--- src/rtl/icu_pkg.sv ---
package icu_pkg;
  localparam int OFF_STATUS = 'h00;
  localparam int OFF_ENABLE = 'h08;
  localparam int OFF_PEND   = 'h10;
  localparam int OFF_RAW    = 'h18;
  localparam int OFF_MASK   = 'h20;

  typedef enum logic [2:0] {
    SEL_STATUS,
    SEL_ENABLE,
    SEL_PEND,
    SEL_RAW,
    SEL_MASK
  } regSel_e;

  typedef struct packed {
    logic    hit;
    logic    wr;
    regSel_e sel;
  } icuStrobe_t;
endpackage

--- src/rtl/icu_decode.sv ---
module icu_decode import icu_pkg::*; #(
  parameter int NUM_BANKS = 5,
  parameter int STRIDE    = 'h28,
  parameter int ADDR_W    = 8,
  parameter int BANK_W    = 3
) (
  input  logic [ADDR_W-1:0] addr,
  input  logic              wrEn,
  output icuStrobe_t        strb,
  output logic [BANK_W-1:0] bankIdx
);
  logic [ADDR_W-1:0] quot;
  logic [ADDR_W-1:0] offs;
  logic              inBank;
  logic              offValid;
  regSel_e           sel;

  assign quot    = addr / ADDR_W'(STRIDE);
  assign offs    = addr % ADDR_W'(STRIDE);
  assign inBank  = quot < ADDR_W'(NUM_BANKS);
  assign bankIdx = quot[BANK_W-1:0];

  always_comb begin
    offValid = 1'b1;
    sel      = SEL_STATUS;
    if (offs == ADDR_W'(OFF_STATUS))      sel = SEL_STATUS;
    else if (offs == ADDR_W'(OFF_ENABLE)) sel = SEL_ENABLE;
    else if (offs == ADDR_W'(OFF_PEND))   sel = SEL_PEND;
    else if (offs == ADDR_W'(OFF_RAW))    sel = SEL_RAW;
    else if (offs == ADDR_W'(OFF_MASK))   sel = SEL_MASK;
    else                                  offValid = 1'b0;
  end

  assign strb.hit = inBank && offValid;
  assign strb.wr  = wrEn && inBank && offValid;
  assign strb.sel = sel;
endmodule

--- src/rtl/icu_bank_array.sv ---
module icu_bank_array import icu_pkg::*; #(
  parameter int NUM_BANKS = 5,
  parameter int LINES     = 32,
  parameter int BANK_W    = 3
) (
  input  logic                       clk,
  input  logic                       rstN,
  input  logic [NUM_BANKS*LINES-1:0] reqIn,
  input  icuStrobe_t                 strb,
  input  logic [BANK_W-1:0]          bankIdx,
  input  logic [LINES-1:0]           wrData,
  output logic [LINES-1:0]           rdData,
  output logic [NUM_BANKS-1:0]       irqOut,
  output logic [NUM_BANKS*LINES-1:0] statusFlat,
  output logic [NUM_BANKS*LINES-1:0] enableFlat
);
  logic [NUM_BANKS*LINES-1:0] maskFlat;

  for (genvar b = 0; b < NUM_BANKS; b++) begin : gBank
    logic             bankWr;
    logic [LINES-1:0] statusQ, enableQ, maskQ, clrBits, reqBits;

    assign bankWr  = strb.wr && (bankIdx == BANK_W'(b));
    assign reqBits = reqIn[b*LINES +: LINES];
    assign clrBits = (bankWr && strb.sel == SEL_STATUS) ? wrData : '0;

    always_ff @(posedge clk or negedge rstN) begin
      if (!rstN) begin
        statusQ <= '0;
        enableQ <= '0;
        maskQ   <= '0;
      end else begin
        statusQ <= (statusQ & ~clrBits) | reqBits;
        if (bankWr && strb.sel == SEL_ENABLE) enableQ <= wrData;
        if (bankWr && strb.sel == SEL_MASK)   maskQ   <= wrData;
      end
    end

    assign statusFlat[b*LINES +: LINES] = statusQ;
    assign enableFlat[b*LINES +: LINES] = enableQ;
    assign maskFlat[b*LINES +: LINES]   = maskQ;
    assign irqOut[b] = |(statusQ & enableQ);
  end

  always_comb begin
    rdData = '0;
    if (strb.hit) begin
      case (strb.sel)
        SEL_STATUS: rdData = statusFlat[int'(bankIdx)*LINES +: LINES];
        SEL_ENABLE: rdData = enableFlat[int'(bankIdx)*LINES +: LINES];
        SEL_PEND:   rdData = statusFlat[int'(bankIdx)*LINES +: LINES]
                           & enableFlat[int'(bankIdx)*LINES +: LINES];
        SEL_RAW:    rdData = reqIn[int'(bankIdx)*LINES +: LINES];
        SEL_MASK:   rdData = maskFlat[int'(bankIdx)*LINES +: LINES];
        default:    rdData = '0;
      endcase
    end
  end
endmodule

--- src/rtl/icu_banked.sv ---
module icu_banked import icu_pkg::*; #(
  parameter int NUM_BANKS = 5,
  parameter int LINES     = 32,
  parameter int STRIDE    = 'h28,
  parameter int ADDR_W    = 8
) (
  input  logic                       clk,
  input  logic                       rstN,
  input  logic [NUM_BANKS*LINES-1:0] reqIn,
  input  logic [ADDR_W-1:0]          addr,
  input  logic                       wrEn,
  input  logic [LINES-1:0]           wrData,
  output logic [LINES-1:0]           rdData,
  output logic [NUM_BANKS-1:0]       irqOut
);
  localparam int BANK_W = (NUM_BANKS > 1) ? $clog2(NUM_BANKS) : 1;

  icuStrobe_t                 strb;
  logic [BANK_W-1:0]          bankIdx;
  logic [NUM_BANKS*LINES-1:0] statusFlat;
  logic [NUM_BANKS*LINES-1:0] enableFlat;

  icu_decode #(
    .NUM_BANKS(NUM_BANKS), .STRIDE(STRIDE), .ADDR_W(ADDR_W), .BANK_W(BANK_W)
  ) u_decode (
    .addr(addr), .wrEn(wrEn), .strb(strb), .bankIdx(bankIdx)
  );

  icu_bank_array #(
    .NUM_BANKS(NUM_BANKS), .LINES(LINES), .BANK_W(BANK_W)
  ) u_banks (
    .clk(clk), .rstN(rstN), .reqIn(reqIn), .strb(strb), .bankIdx(bankIdx),
    .wrData(wrData), .rdData(rdData), .irqOut(irqOut),
    .statusFlat(statusFlat), .enableFlat(enableFlat)
  );
endmodule

--- config.mk ---
export PLATFORM = sky130hd
export DESIGN_NAME = icu_banked
export DESIGN_NICKNAME = d
export VERILOG_FILES = /design/src/rtl/icu_pkg.sv /design/src/rtl/icu_decode.sv /design/src/rtl/icu_bank_array.sv /design/src/rtl/icu_banked.sv
export SDC_FILE = /design/constraint.sdc
export NUM_CORES = 1
export LEC_CHECK = 0
export ABC_CLOCK_PERIOD_IN_PS = 4200
export BUFFER_PORTS_ARGS = -buffer_cell sky130_fd_sc_hd__buf_2
export CAP_MARGIN = 5
export CORE_UTILIZATION = 40
export CTS_BUF_LIST = sky130_fd_sc_hd__clkbuf_4
export DETAILED_ROUTE_END_ITERATION = 8
export PLACE_DENSITY = 0.69
export SETUP_SLACK_MARGIN = 0.02
export SYNTH_ARGS = -nofsm -noshare
export SYNTH_HDL_FRONTEND = slang
export SYNTH_HIERARCHICAL = 1
export SYNTH_SLANG_ARGS = --single-unit
--- constraint.sdc ---
create_clock -name clk -period 4.2 [get_ports clk]
set_clock_uncertainty 0.2 [all_clocks]
set_input_delay 0.42 -clock clk [delete_from_list [all_inputs] [get_ports clk]]
set_output_delay 0.42 -clock clk [all_outputs]
set_load 0.02 [all_outputs]
# Word level (Yosys, flattened, before mapping)
# Index checks and enable logic that the tools add are counted.
# Widths: inputs -> output; s select.
# word_totals
register_bits	480
in_bits	203
wordCells	103
# classes
n_div	2
order_cmp	1
n_eq_ne	12
shifts	4
n_mux	17
bitwise_logic	21
reduce_logical	31
# ops
operator	n
$shiftx 160x9->32	4
$and 32x32->32	11
$mux 32	6
$not 32->32	5
$or 32x32->32	5
$pmux 32 s5	1
$reduce_or 32->1	5
$logic_and 1x1->1	23
$eq 8x5->1 const B	2
$mux 3	5
$eq 3x2->1 const B	4
$div 8x6->8 const B	1
$eq 8x4->1 const B	1
$eq 8x6->1 const B	1
$logic_not 8->1	1
$lt 8x3->1 const B	1
$mod 8x6->8 const B	1
$eq 3x1->1 const B	2
$eq 3x3->1 const B	2
$logic_not 3->1	2
$mux 1	5

# Depth between registers and ports, before layout
# Gate-level depths: netlist (run 1).
# logic_depth
depth_word	14
ltp_mapped	16
depth_no_buf	12

# By module
# The synthesis (run 1) kept the hierarchy.
# modules_own_cells
module	n_inst	cells_each	area_each_um2	seq_area_each_um2
icu_bank_array	1	1954	24309.6	12011.5
icu_decode	1	80	538.0	0.0

# Worst setup path after synthesis (run 1)
# No wires, ideal clock.
# synth_timing
path_kind	input to output
start	input port addr[6]
end	output port rdData[15]
arrival_time_ns	3.390
required_time_ns	3.580
setup_slack_ns	0.190
path_stages	15
path_buffers	5
cell_sequence	buf_2 > inv_1 > ha_1 > buf_2 > a21oi_1 > mux2i_1 > o41ai_1 > a2111oi_2 > buf_2 > nor3b_2 > and2_1 > buf_2 > clkbuf_1 > a221oi_1 > o21ai_1
# synth_rtl
item	line	text
start: declaration	icu_banked.sv:10	input logic [ADDR_W-1:0] addr,
$div 8x6->8 *	icu_decode.sv:18	assign quot = addr / ADDR_W'(STRIDE);
named net bankIdx[1]	icu_banked.sv:19	logic [BANK_W-1:0] bankIdx;
$shiftx 160x9->32, on equally long branches	-	
$and 32x32->32	icu_bank_array.sv:52	& enableFlat[int'(bankIdx)*LINES +: LINES];
$pmux 32 s5	icu_bank_array.sv:48	case (strb.sel)
$mux 32 *	icu_bank_array.sv:47	if (strb.hit) begin
end: declaration	icu_banked.sv:13	output logic [LINES-1:0] rdData,
# The timed path passes the listed nets; every way through them passes the cells marked *.

==> results of run 1 <==
-- cells in the mapped netlist (6+ instances only) --
cell type / instances
nand2b_1: 38
a22oi_1: 81
mux2i_1: 82
a222oi_1: 32
nor2_1: 17
buf_6: 6
mux2_1: 31
a211oi_1: 34
buf_2: 87
o22ai_1: 32
a221oi_1: 17
nand4_1: 23
clkbuf_1: 68
mux4_2: 64
a21oi_1: 55
nor2b_1: 21
dfrtp_1: 480
o31a_1: 14
mux2_2: 321
o221a_2: 15
o21ai_0: 22
a22o_1: 31
buf_4: 14
nand2_1: 175
a21o_1: 180
o21ai_1: 34
-- per-layer routing --
layer  share of wire (%)  track usage, %  vias to the layer above
li1                    -               -                     9495
met1                  38            41.4                    11714
met2                  46            52.3                     1632
met3                  11            9.25                      367
met4                 5.3            17.8                        2
met5               0.012               0                        -
-- flip-flops by register name (all words and copies together), names as in the netlist --
signal	count
u_banks/gBank.enableQ	160
u_banks/gBank.maskQ	160
u_banks/gBank.statusQ	160
-- logic make-up (layout without fill, tap and decap cells) --
family          count (synthesis)  after routing  synth area share (%)
mux                           498            498                  25.1
buf+inv                       181           1108                  3.58
xor+xnor                        1              1                0.0353
flops                         480            480                  48.3
simple gates                  309            309                  6.16
compound gates                564            564                  16.8
other cells                     0              7                     0
fa+ha+maj                       1              1                0.0503
-- metrics by stage --
stage | cell area (sq um) | util, % | instances | hold slack (ps) | setup TNS (ps)
2_1_floorplan | 24800 | - | 2034 | -75.6 | 0
3_3_place_gp | 27400 | 45.1 | 2990 | 261 | -6510
3_5_place_dp | 27400 | 45.1 | 2990 | 271 | -6270
4_1_cts | 34300 | 56.5 | 3727 | 144 | 0
5_1_grt | 34700 | 57.0 | 3750 | 172 | -1460
6_report | 34700 | 57.0 | 3750 | 234 | -12.3
-- power breakdown --
group / switching (uW) / internal [uW] / total, uW
Sequential: 36.1 / 4660 / 4690
Combinational: 935 / 767 / 1700
Clock: 2170 / 2200 / 4380
-- layout make-up --
type | instances | area, sq um | share of cell area, %
multi-input cells | 1373 | 12100 | 35.0
clock inverters | 40 | 269 | 0.776
repair buffers | 877 | 7840 | 22.6
diodes | 7 | 17.5 | 0.0505
inverters | 4 | 17.5 | 0.0505
flip-flops and latches | 480 | 12000 | 34.6
well taps | 782 | 978 | 2.82
clock buffers | 187 | 1400 | 4.05
-- critical path: stages --
cell and delay, ps:
buf_8 100, inv_4 50, ha_4 220, and4b_1 200
a311oi_2 250, a31o_2 200, nand3_4 100, a2111oi_4 410
buf_6 190, nor3b_4 70, and2_4 180, buf_12 160
buf_12 130, a22o_1 220, a222oi_1 310, o21ai_1 160
buf_2 200
-- worst max-delay path by stage --
stage                  from         end  slack, ps  depth (start not counted)
floorplan           addr[6]  rdData[15]        190                         15
global placement    addr[6]  rdData[21]       -320                         13
detailed placement  addr[6]  rdData[21]       -320                         13
CTS                 addr[6]  rdData[26]         50                         18
global route        addr[6]  rdData[18]       -120                         16
finish              addr[6]   rdData[8]         -7                         17
-- timing repair --
| action | in CTS | in global routing |
|---|---|---|
| hold endpoints to repair | 917 | 0 |
| hold buffers | 508 | 0 |
| setup buffers | 1 | 17 |
| setup endpoints to repair | 31 | 30 |
| gates cloned | 1 | 0 |
| resized for setup | 15 | 42 |
| pin swaps | 4 | 25 |
==> out/results.tsv, run 1 <==
stage	metric	value	unit
place	gp_congestion	1.01	
critical_path	r2r_cells	2	
sta	fin_crit	4210	ps
sta	rsz0062_at_grt	true	
critical_path	start_kind	input pin	
flow_run	drv_cap	0	
detailed_routing	drt_iter0_markers	3160	
sta	setup_ws	-6.86	ps
place	port_buffers	239	
global_routing	antenna_found_initial	4	
critical_path	r2r_slack	2560	ps
global_routing	grt_max_degree	112	
critical_path	timing.rr.end	u_banks/gBank[3].statusQ[8]	
sta	report.final.slew_viol_count	0	
cts	root_buffer	clkbuf_4	
sta	relSlewSlack	46.5	%
global_routing	grt_first_pass_wirelength	154000	um
sta	hold_viol	0	
run_status	failed_checks	negative setup slack	
floorplan	die_y	251	um
sta	timing.final.crit_share	100	%
logic_synthesis	ys_async_sr_fraction	100	%
floorplan	fp.dieW	251	um
cts	cts_tree	yes	
detailed_routing	wl_per_cell	28.3	um
layout	final_common_cell	dlygate4sd3_1	
sta	max_slew.worst_pin.slew	802	ps
logic_synthesis	synth_area_leader_cell	dfrtp_1	
detailed_routing	firstDrtPassIters	6	
cts	cts_buffer_depth	3	
detailed_routing	antenna_left	0	
critical_path	critical_path_required	3580	ps
detailed_routing	wl	106000	um
logic_synthesis	synth_nets	2238	
run_status	outcome	finished, violations left	
critical_path	endpoint_kind	output pin	
hold_path	hp-class	in -> reg	
pwr	p_per_area	311	nW/um^2
detailed_routing	viasPerCell	6.19	
floorplan	core_area	60800	sq um
sta	setup_viol	2	
cts	cts_sinks	480	
critical_path	critPathArrivalTime	3590	ps
global_routing	overflow	0	
floorplan	num_rows	90	
logic_synthesis	yosys_register_bits	480	
layout	fillers	4859	
detailed_routing	drc_errors	0	
layout	syn2layout_area_growth	39.5	%
logic_synthesis	syn_area	24800	sq um
detailed_routing	dr_total_vias	23210	
pwr	peakVddDrop	0.194	mV
layout	final_nets	3073	
sta	timing.fmax	238	MHz
floorplan	design.portCount	240	
layout	layout-drive-gt1-share	34.3	%
logic_synthesis	ys.flop_type	dfrtp_1	
floorplan	initial_utilization	40.9	%
place	detailedPlace.worstSlack	-325	ps
global_routing	grt_pass1_vias	24190	
hold_path	worstHoldStart	wrData[6]	
critical_path	critPathKind	in -> out	
cts	clock_latency	980	ps
pwr	total_power	10800	uW
pwr	p_leak	0.0148	uW
cts	cts-buffers-inserted	133	
logic_synthesis	synth_edf_count	0	
logic_synthesis	synth_area_leaders	dfrtp_1 48%, mux2_2 15%, mux4_2 5.8%, a21o_1 5.4%, mux2i_1 3.3%	
logic_synthesis	ys_seq_area_share	48.3	%
cts	cts_max_level	4	
floorplan	fp.dieArea	63100	sq um
hold_path	min_to	u_banks/gBank[3].maskQ[6]	
logic_synthesis	ys_types	64	
logic_synthesis	yosys.area.top_type_share	48.3	%
layout	layout_common_cells	507 x dlygate4sd3_1, 480 x dfrtp_1, 321 x mux2_2, 222 x buf_2, 187 x clkbuf_4	
critical_path	crit_fanout	7	
logic_synthesis	syn_inst	2034	
global_routing	grt_usage	33.2	%
logic_synthesis	yosys_warnings	6	
cts	clk_pin_slew	60	ps
place	post-dp-hpwl	67800	um
logic_synthesis	avgSynthCellArea	12.2	sq um
hold_path	hold_depth	3	
critical_path	r2r_start	u_banks/gBank[3].statusQ[8]	
(Power assumes the default switching activity.)
==> run 2: changes to the inputs <==
--- a/config.mk
+++ b/config.mk
@@ -11,6 +11,7 @@
 export CORE_UTILIZATION = 40
 export CTS_BUF_LIST = sky130_fd_sc_hd__clkbuf_4
 export DETAILED_ROUTE_END_ITERATION = 8
+export MAX_ROUTING_LAYER = met4
 export PLACE_DENSITY = 0.69
 export SETUP_SLACK_MARGIN = 0.02
 export SYNTH_ARGS = -nofsm -noshare
==> constraint.sdc (replaced) <==
create_clock -name clk -period 4.2 [get_ports clk]
set_clock_uncertainty 0.2 [all_clocks]
set_input_delay 0.42 -clock clk [delete_from_list [all_inputs] [get_ports clk]]
set_output_delay 0.42 -clock clk [all_outputs]
set_load 0.1 [all_outputs]
==> out/results.tsv, run 2 (synthesis gave the netlist of run 1 again) <==
stage	metric	value	unit
sta	setup_tns	-9.63	ps
place	detailedPlace.worstSlack	-160	ps
floorplan	die_y	251	um
run_status	outcome	finished, violations left	
pwr	intPower	7670	uW
critical_path	critical_path_required	3580	ps
layout	syn2layout_area_growth	44.1	%
sta	rsz0062_at_grt	true	
detailed_routing	drt_iter0_markers	2497	
critical_path	path_cells	buf_8 -> ha_4 -> and4b_1 -> a311oi_2 -> a31o_2 -> nand3_4 -> a2111oi_4 -> buf_4 -> nor3b_4 -> and2_4 -> buf_4 -> clkbuf_16 -> a22o_1 -> a222oi_1 -> buf_4 -> o21ai_4 -> buf_12	
floorplan	fp.dieArea	63100	sq um
place	placed_cells	3032	
global_routing	antenna_found_initial	3	
global_routing	grt_usage	34.9	%
detailed_routing	wl	107000	um
critical_path	slowest_stage	a2111oi_4	
pwr	switching_share	30.0	%
critical_path	start_kind	input pin	
sta	report.final.slew_viol_count	0	
flow_run	drv_cap	0	
critical_path	cpPeakStageDelay	380	ps
critical_path	path_common_cell	buf_4	
detailed_routing	drc_errors	0	
layout	final_common_cell	dlygate4sd3_1	
critical_path	endpoint_kind	output pin	
sta	timing.final.crit_share	100	%
cts	cts_buffer_depth	3	
cts	cts_sinks	480	
place	port_buffers	239	
sta	setup_ws	-9.63	ps
detailed_routing	dr_total_vias	23381	
sta	relSlewSlack	46.9	%
detailed_routing	wl_per_cell	28.1	um
cts	clock_latency	970	ps
run_status	failed_checks	negative setup slack	
pwr	p_leak	0.0152	uW
pwr	clkPwrFrac	39.4	%
cts	root_buffer	clkbuf_4	
layout	final_nets	3130	
floorplan	initial_utilization	40.9	%
sta	hold_viol	0	
detailed_routing	firstDrtPassIters	9	
global_routing	grt_pass1_vias	24642	
critical_path	critPathKind	in -> out	
global_routing	grt_max_degree	100	
layout	layout-drive-gt1-share	36.3	%
sta	setup_viol	1	
pwr	p_comb_share	17.8	%
layout	top_regs	u_banks/gBank.enableQ: 160 flops, u_banks/gBank.maskQ: 160 flops, u_banks/gBank.statusQ: 160 flops	
sta	fin_crit	4210	ps
global_routing	grt_first_pass_wirelength	158000	um
cts	cts_max_level	4	
pwr	p_seq_share	42.8	%
floorplan	core_area	60800	sq um
place	gp_congestion	1.01	
sta	timing.fmax	238	MHz
pwr	p_sw	3300	uW
cts	cts-buffers-inserted	135	
cts	clk_pin_slew	80	ps
detailed_routing	antenna_left	0	
sta	max_slew.worst_pin.slew	796	ps
floorplan	num_rows	90	
pwr	peakVddDrop	0.285	mV
critical_path	worst-path-buf-inv	6	
pwr	p_per_area	306	nW/um^2
cts	cts_tree	yes	
critical_path	critPathTopFamily	compound AO/OA/AOI/OAI gates	
floorplan	design.portCount	240	
layout	layout_common_cells	513 x dlygate4sd3_1, 480 x dfrtp_1, 321 x mux2_2, 204 x buf_2, 187 x clkbuf_4	
critical_path	critPathArrivalTime	3590	ps
floorplan	fp.dieW	251	um
global_routing	overflow	0	
detailed_routing	viasPerCell	6.15	
layout	final_cells	3804	
hold_path	hp-class	in -> reg	
place	post-dp-hpwl	68700	um
critical_path	crit_fanout	6	
run 2: cell types whose count changed in the layout (fill, tap and decap cells not counted), sizes merged:
cell / change
buf: +48
dlygate4sd3: +6
clkinvlp: +3
inv: -2
bufbuf: -1
clkbuf: +1
diode: -1
run 2: worst paths after layout:
check | start | to | slack (ps) | cells past startpoint
worst max-delay path | addr[5] | rdData[12] | -10 | 17
worst min-delay path | wrEn | u_banks/gBank[3].enableQ[26] | 190 | 5
worst max register to register | u_banks/gBank[2].statusQ[22] | u_banks/gBank[2].statusQ[22] | 2580 | 2
worst min register to register | u_banks/gBank[3].maskQ[5] | u_banks/gBank[3].maskQ[5] | 280 | 1
max in group asynchronous | rstN | u_banks/gBank[4].maskQ[25] | 2730 | 4
min in group asynchronous | rstN | u_banks/gBank[1].enableQ[1] | 500 | 4
run 2: what timing repair did:
item | CTS | global route
hold buffers | 514 | 0
cloned | 0 | 1
buffers inserted | 6 | 19
endpoints found under the hold margin | 891 | 0
endpoints found under the setup margin | 7 | 29
pin swaps | 3 | 11
resized for setup | 14 | 21
run 2: cell type report:
cell class	instances	area (sq um)
Fill cell	4692	25000
Clock buffer	186	1400
Sequential cell	480	12000
Timing Repair Buffer	932	8680
Multi-Input combinational cell	1373	12500
Antenna cell	6	15.0
Inverter	4	17.5
Tap cell	782	978
Clock inverter	41	235
run 2: layer usage:
layer / vias to the layer above / share of wire [%] / GRT usage, %
li1: 9607 / - / -
met1: 11816 / 38 / 41.8
met2: 1601 / 48 / 54.7
met3: 357 / 9.7 / 8.82
met4: 0 / 4.8 / 17.2
met5: - / 0 / -
run 2: worst register-to-register path, delay by kind of cell (launching register included):
kind | cells | cell delay [ps]
buffers and inverters | 1 | 560
AOI/OAI and AO/OA | 1 | 230
DFF | 1 | 530
run 2: power by group through the flow:
stage                     Combinational [uW]  Sequential [uW]  Clock (uW)
final                                   1950             4700        4320
after global routing                    2030             4690        4620
after CTS                               1870             4690        4320
after detailed placement                1570             4780           0
after global placement                  1560             4780           0
after floorplan                          894             4760           0
run 2: metrics by stage:
step | hold slack, ps | total power [uW] | utilization [%] | area [sq um]
6_report | 190 | 11000 | 58.9 | 35800
5_1_grt | 191 | 11300 | 58.9 | 35800
2_1_floorplan | -75.6 | 5660 | - | 25200
3_3_place_gp | 261 | 6330 | 47.1 | 28700
3_5_place_dp | 269 | 6350 | 47.1 | 28700
4_1_cts | 110 | 10900 | 58.5 | 35600
==> run 3: changes to the inputs <==
--- a/config.mk
+++ b/config.mk
@@ -5,15 +5,15 @@
 export SDC_FILE = /design/constraint.sdc
 export NUM_CORES = 1
 export LEC_CHECK = 0
-export ABC_CLOCK_PERIOD_IN_PS = 4200
+export ABC_CLOCK_PERIOD_IN_PS = 4650
 export BUFFER_PORTS_ARGS = -buffer_cell sky130_fd_sc_hd__buf_2
 export CAP_MARGIN = 5
+export CORE_MARGIN = 2
 export CORE_UTILIZATION = 40
 export CTS_BUF_LIST = sky130_fd_sc_hd__clkbuf_4
 export DETAILED_ROUTE_END_ITERATION = 8
 export MAX_ROUTING_LAYER = met4
 export PLACE_DENSITY = 0.69
-export SETUP_SLACK_MARGIN = 0.02
 export SYNTH_ARGS = -nofsm -noshare
 export SYNTH_HDL_FRONTEND = slang
 export SYNTH_HIERARCHICAL = 1
==> constraint.sdc (replaced) <==
create_clock -name clk -period 4.65 [get_ports clk]
set_clock_uncertainty 0.2 [all_clocks]
set_input_delay 0.465 -clock clk [delete_from_list [all_inputs] [get_ports clk]]
set_output_delay 0.465 -clock clk [all_outputs]
set_load 0.1 [all_outputs]
==> out/results.tsv, run 3 (synthesis gave the netlist of run 1 again) <==
stage	metric	value	unit
detailed_routing	drt_iter0_markers	2735	
critical_path	critPathTopFamily	compound AO/OA/AOI/OAI gates	
global_routing	grt_first_pass_wirelength	154000	um
cts	cts_tree	yes	
sta	timing.final.crit_share	97.8	%
layout	final_common_cell	dfrtp_1	
floorplan	num_rows	91	
critical_path	r2r_slack	3030	ps
global_routing	antenna_found_initial	2	
cts	cts_sinks	480	
critical_path	crit_fanout	17	
sta	timing.fmax	220	MHz
layout	top_regs	u_banks/gBank.enableQ: 160 flops, u_banks/gBank.maskQ: 160 flops, u_banks/gBank.statusQ: 160 flops	
critical_path	critical_path_required	3980	ps
detailed_routing	viasPerCell	6.18	
floorplan	design.portCount	240	
critical_path	path_common_cell	buf_4	
floorplan	fp.dieW	253	um
sta	fin_crit	4550	ps
sta	setup_tns	0	ps
detailed_routing	wl_per_cell	28.4	um
floorplan	die_y	253	um
layout	final_cells	3718	
critical_path	start_kind	input pin	
sta	hold_ws	234	ps
floorplan	fp.dieArea	64100	sq um
flow_run	drv_cap	0	
run_status	outcome	complete, no violations	
floorplan	core_area	61600	sq um
cts	cts-buffers-inserted	134	
global_routing	grt_max_degree	172	
detailed_routing	firstDrtPassIters	6	
cts	cts_max_level	4	
place	placed_cells	3023	
critical_path	critPathArrivalTime	3880	ps
global_routing	grt_usage	33.8	%
sta	report.final.slew_viol_count	0	
critical_path	endpoint_kind	output pin	
detailed_routing	dr_total_vias	22964	
sta	rsz0062_at_grt	false	
cts	clk_pin_slew	70	ps
critical_path	path_cells	buf_2 -> inv_1 -> ha_2 -> buf_4 -> o31ai_2 -> o22ai_2 -> nor3_1 -> a2111oi_2 -> buf_4 -> nor3b_4 -> buf_4 -> and2_1 -> buf_12 -> a22o_1 -> a222oi_1 -> o21ai_2 -> buf_12	
layout	layout-drive-gt1-share	35.0	%
global_routing	grt_pass1_vias	23681	
layout	final_nets	2996	
sta	hold_viol	0	
critical_path	worst-path-buf-inv	7	
cts	root_buffer	clkbuf_4	
floorplan	initial_utilization	40.3	%
hold_path	hp-class	in -> reg	
sta	setup_viol	0	
critical_path	critPathKind	in -> out	
sta	relSlewSlack	45.9	%
place	post-dp-hpwl	67900	um
detailed_routing	antenna_left	0	
pwr	p_leak	0.0145	uW
global_routing	overflow	0	
place	gp_congestion	1.03	
layout	layout_common_cells	480 x dfrtp_1, 461 x dlygate4sd3_1, 321 x mux2_2, 206 x buf_2, 197 x clkbuf_4	
detailed_routing	drc_errors	0	
layout	syn2layout_area_growth	37.7	%
detailed_routing	wl	106000	um
pwr	peakVddDrop	0.327	mV
critical_path	slowest_stage	ha_2	
place	port_buffers	239	
sta	max_slew.worst_pin.slew	811	ps
layout	fillers	4977	
pwr	p_per_area	285	nW/um^2
cts	cts_buffer_depth	3	
critical_path	cpPeakStageDelay	460	ps
cts	clock_latency	980	ps
-- run 3: report_power, final --
group          internal (uW)  leakage [uW]  switching (uW)
Combinational            648       0.00763             963
Sequential              4210       0.00587            32.7
Clock                   2030      0.000984            1890
-- run 3: timing repair --
action / 4_1_cts / 5_1_grt
endpoints found under the hold margin: 631 / 0
hold buffers: 462 / 0
buffers inserted: 2 / 4
pin swaps: 1 / 1
endpoints found under the setup margin: 31 / 32
gates cloned: 1 / 1
gates resized for setup: 3 / 5
-- run 3: final timing paths --
path | cells after the start | to | from
worst max-delay path | 17 | rdData[20] | addr[6]
worst min-delay path | 5 | u_banks/gBank[2].enableQ[0] | wrEn
worst max register to register | 2 | u_banks/gBank[4].statusQ[1] | u_banks/gBank[4].statusQ[1]
worst min register to register | 1 | u_banks/gBank[3].maskQ[15] | u_banks/gBank[3].maskQ[15]
max in group asynchronous | 4 | u_banks/gBank[4].maskQ[10] | rstN
min in group asynchronous | 3 | u_banks/gBank[0].enableQ[23] | rstN
-- run 3: layout make-up --
class	instances	area, sq um	area share [%]
Timing Repair Buffer	798	7320	21.4
Tap cell	837	1050	3.06
Clock buffer	196	1470	4.30
Clock inverter	27	165	0.483
Antenna cell	2	5.00	0.0146
Sequential cell	480	12000	35.1
Multi-Input combinational cell	1374	12200	35.6
Inverter	4	15.0	0.0439
-- run 3: worst register-to-register path, stage by stage, from the launching register on --
cell and delay (ps):
dfrtp_1 520, a21o_1 220, dlygate4sd3_1 570
-- run 3: routing by layer --
| metal | vias up | global-route usage (%) | routed length, um |
|---|---|---|---|
| li1 | 9332 | - | - |
| met5 | - | - | 0 |
| met1 | 11567 | 41.0 | 39400 |
| met3 | 405 | 8.42 | 11100 |
| met4 | 0 | 19.0 | 6270 |
| met2 | 1660 | 51.6 | 48700 |
-- run 3: metrics by stage --
stage / total power (uW) / setup slack, ps / instance area, sq um / util, %
after floorplan: 5090 / 30.6 / 25000 / -
after global placement: 5650 / -248 / 27800 / 45.1
after detailed placement: 5660 / -359 / 27800 / 45.1
after CTS: 9730 / 46.3 / 34100 / 55.4
after global routing: 10100 / 24.7 / 34200 / 55.5
final: 9770 / 105 / 34200 / 55.5
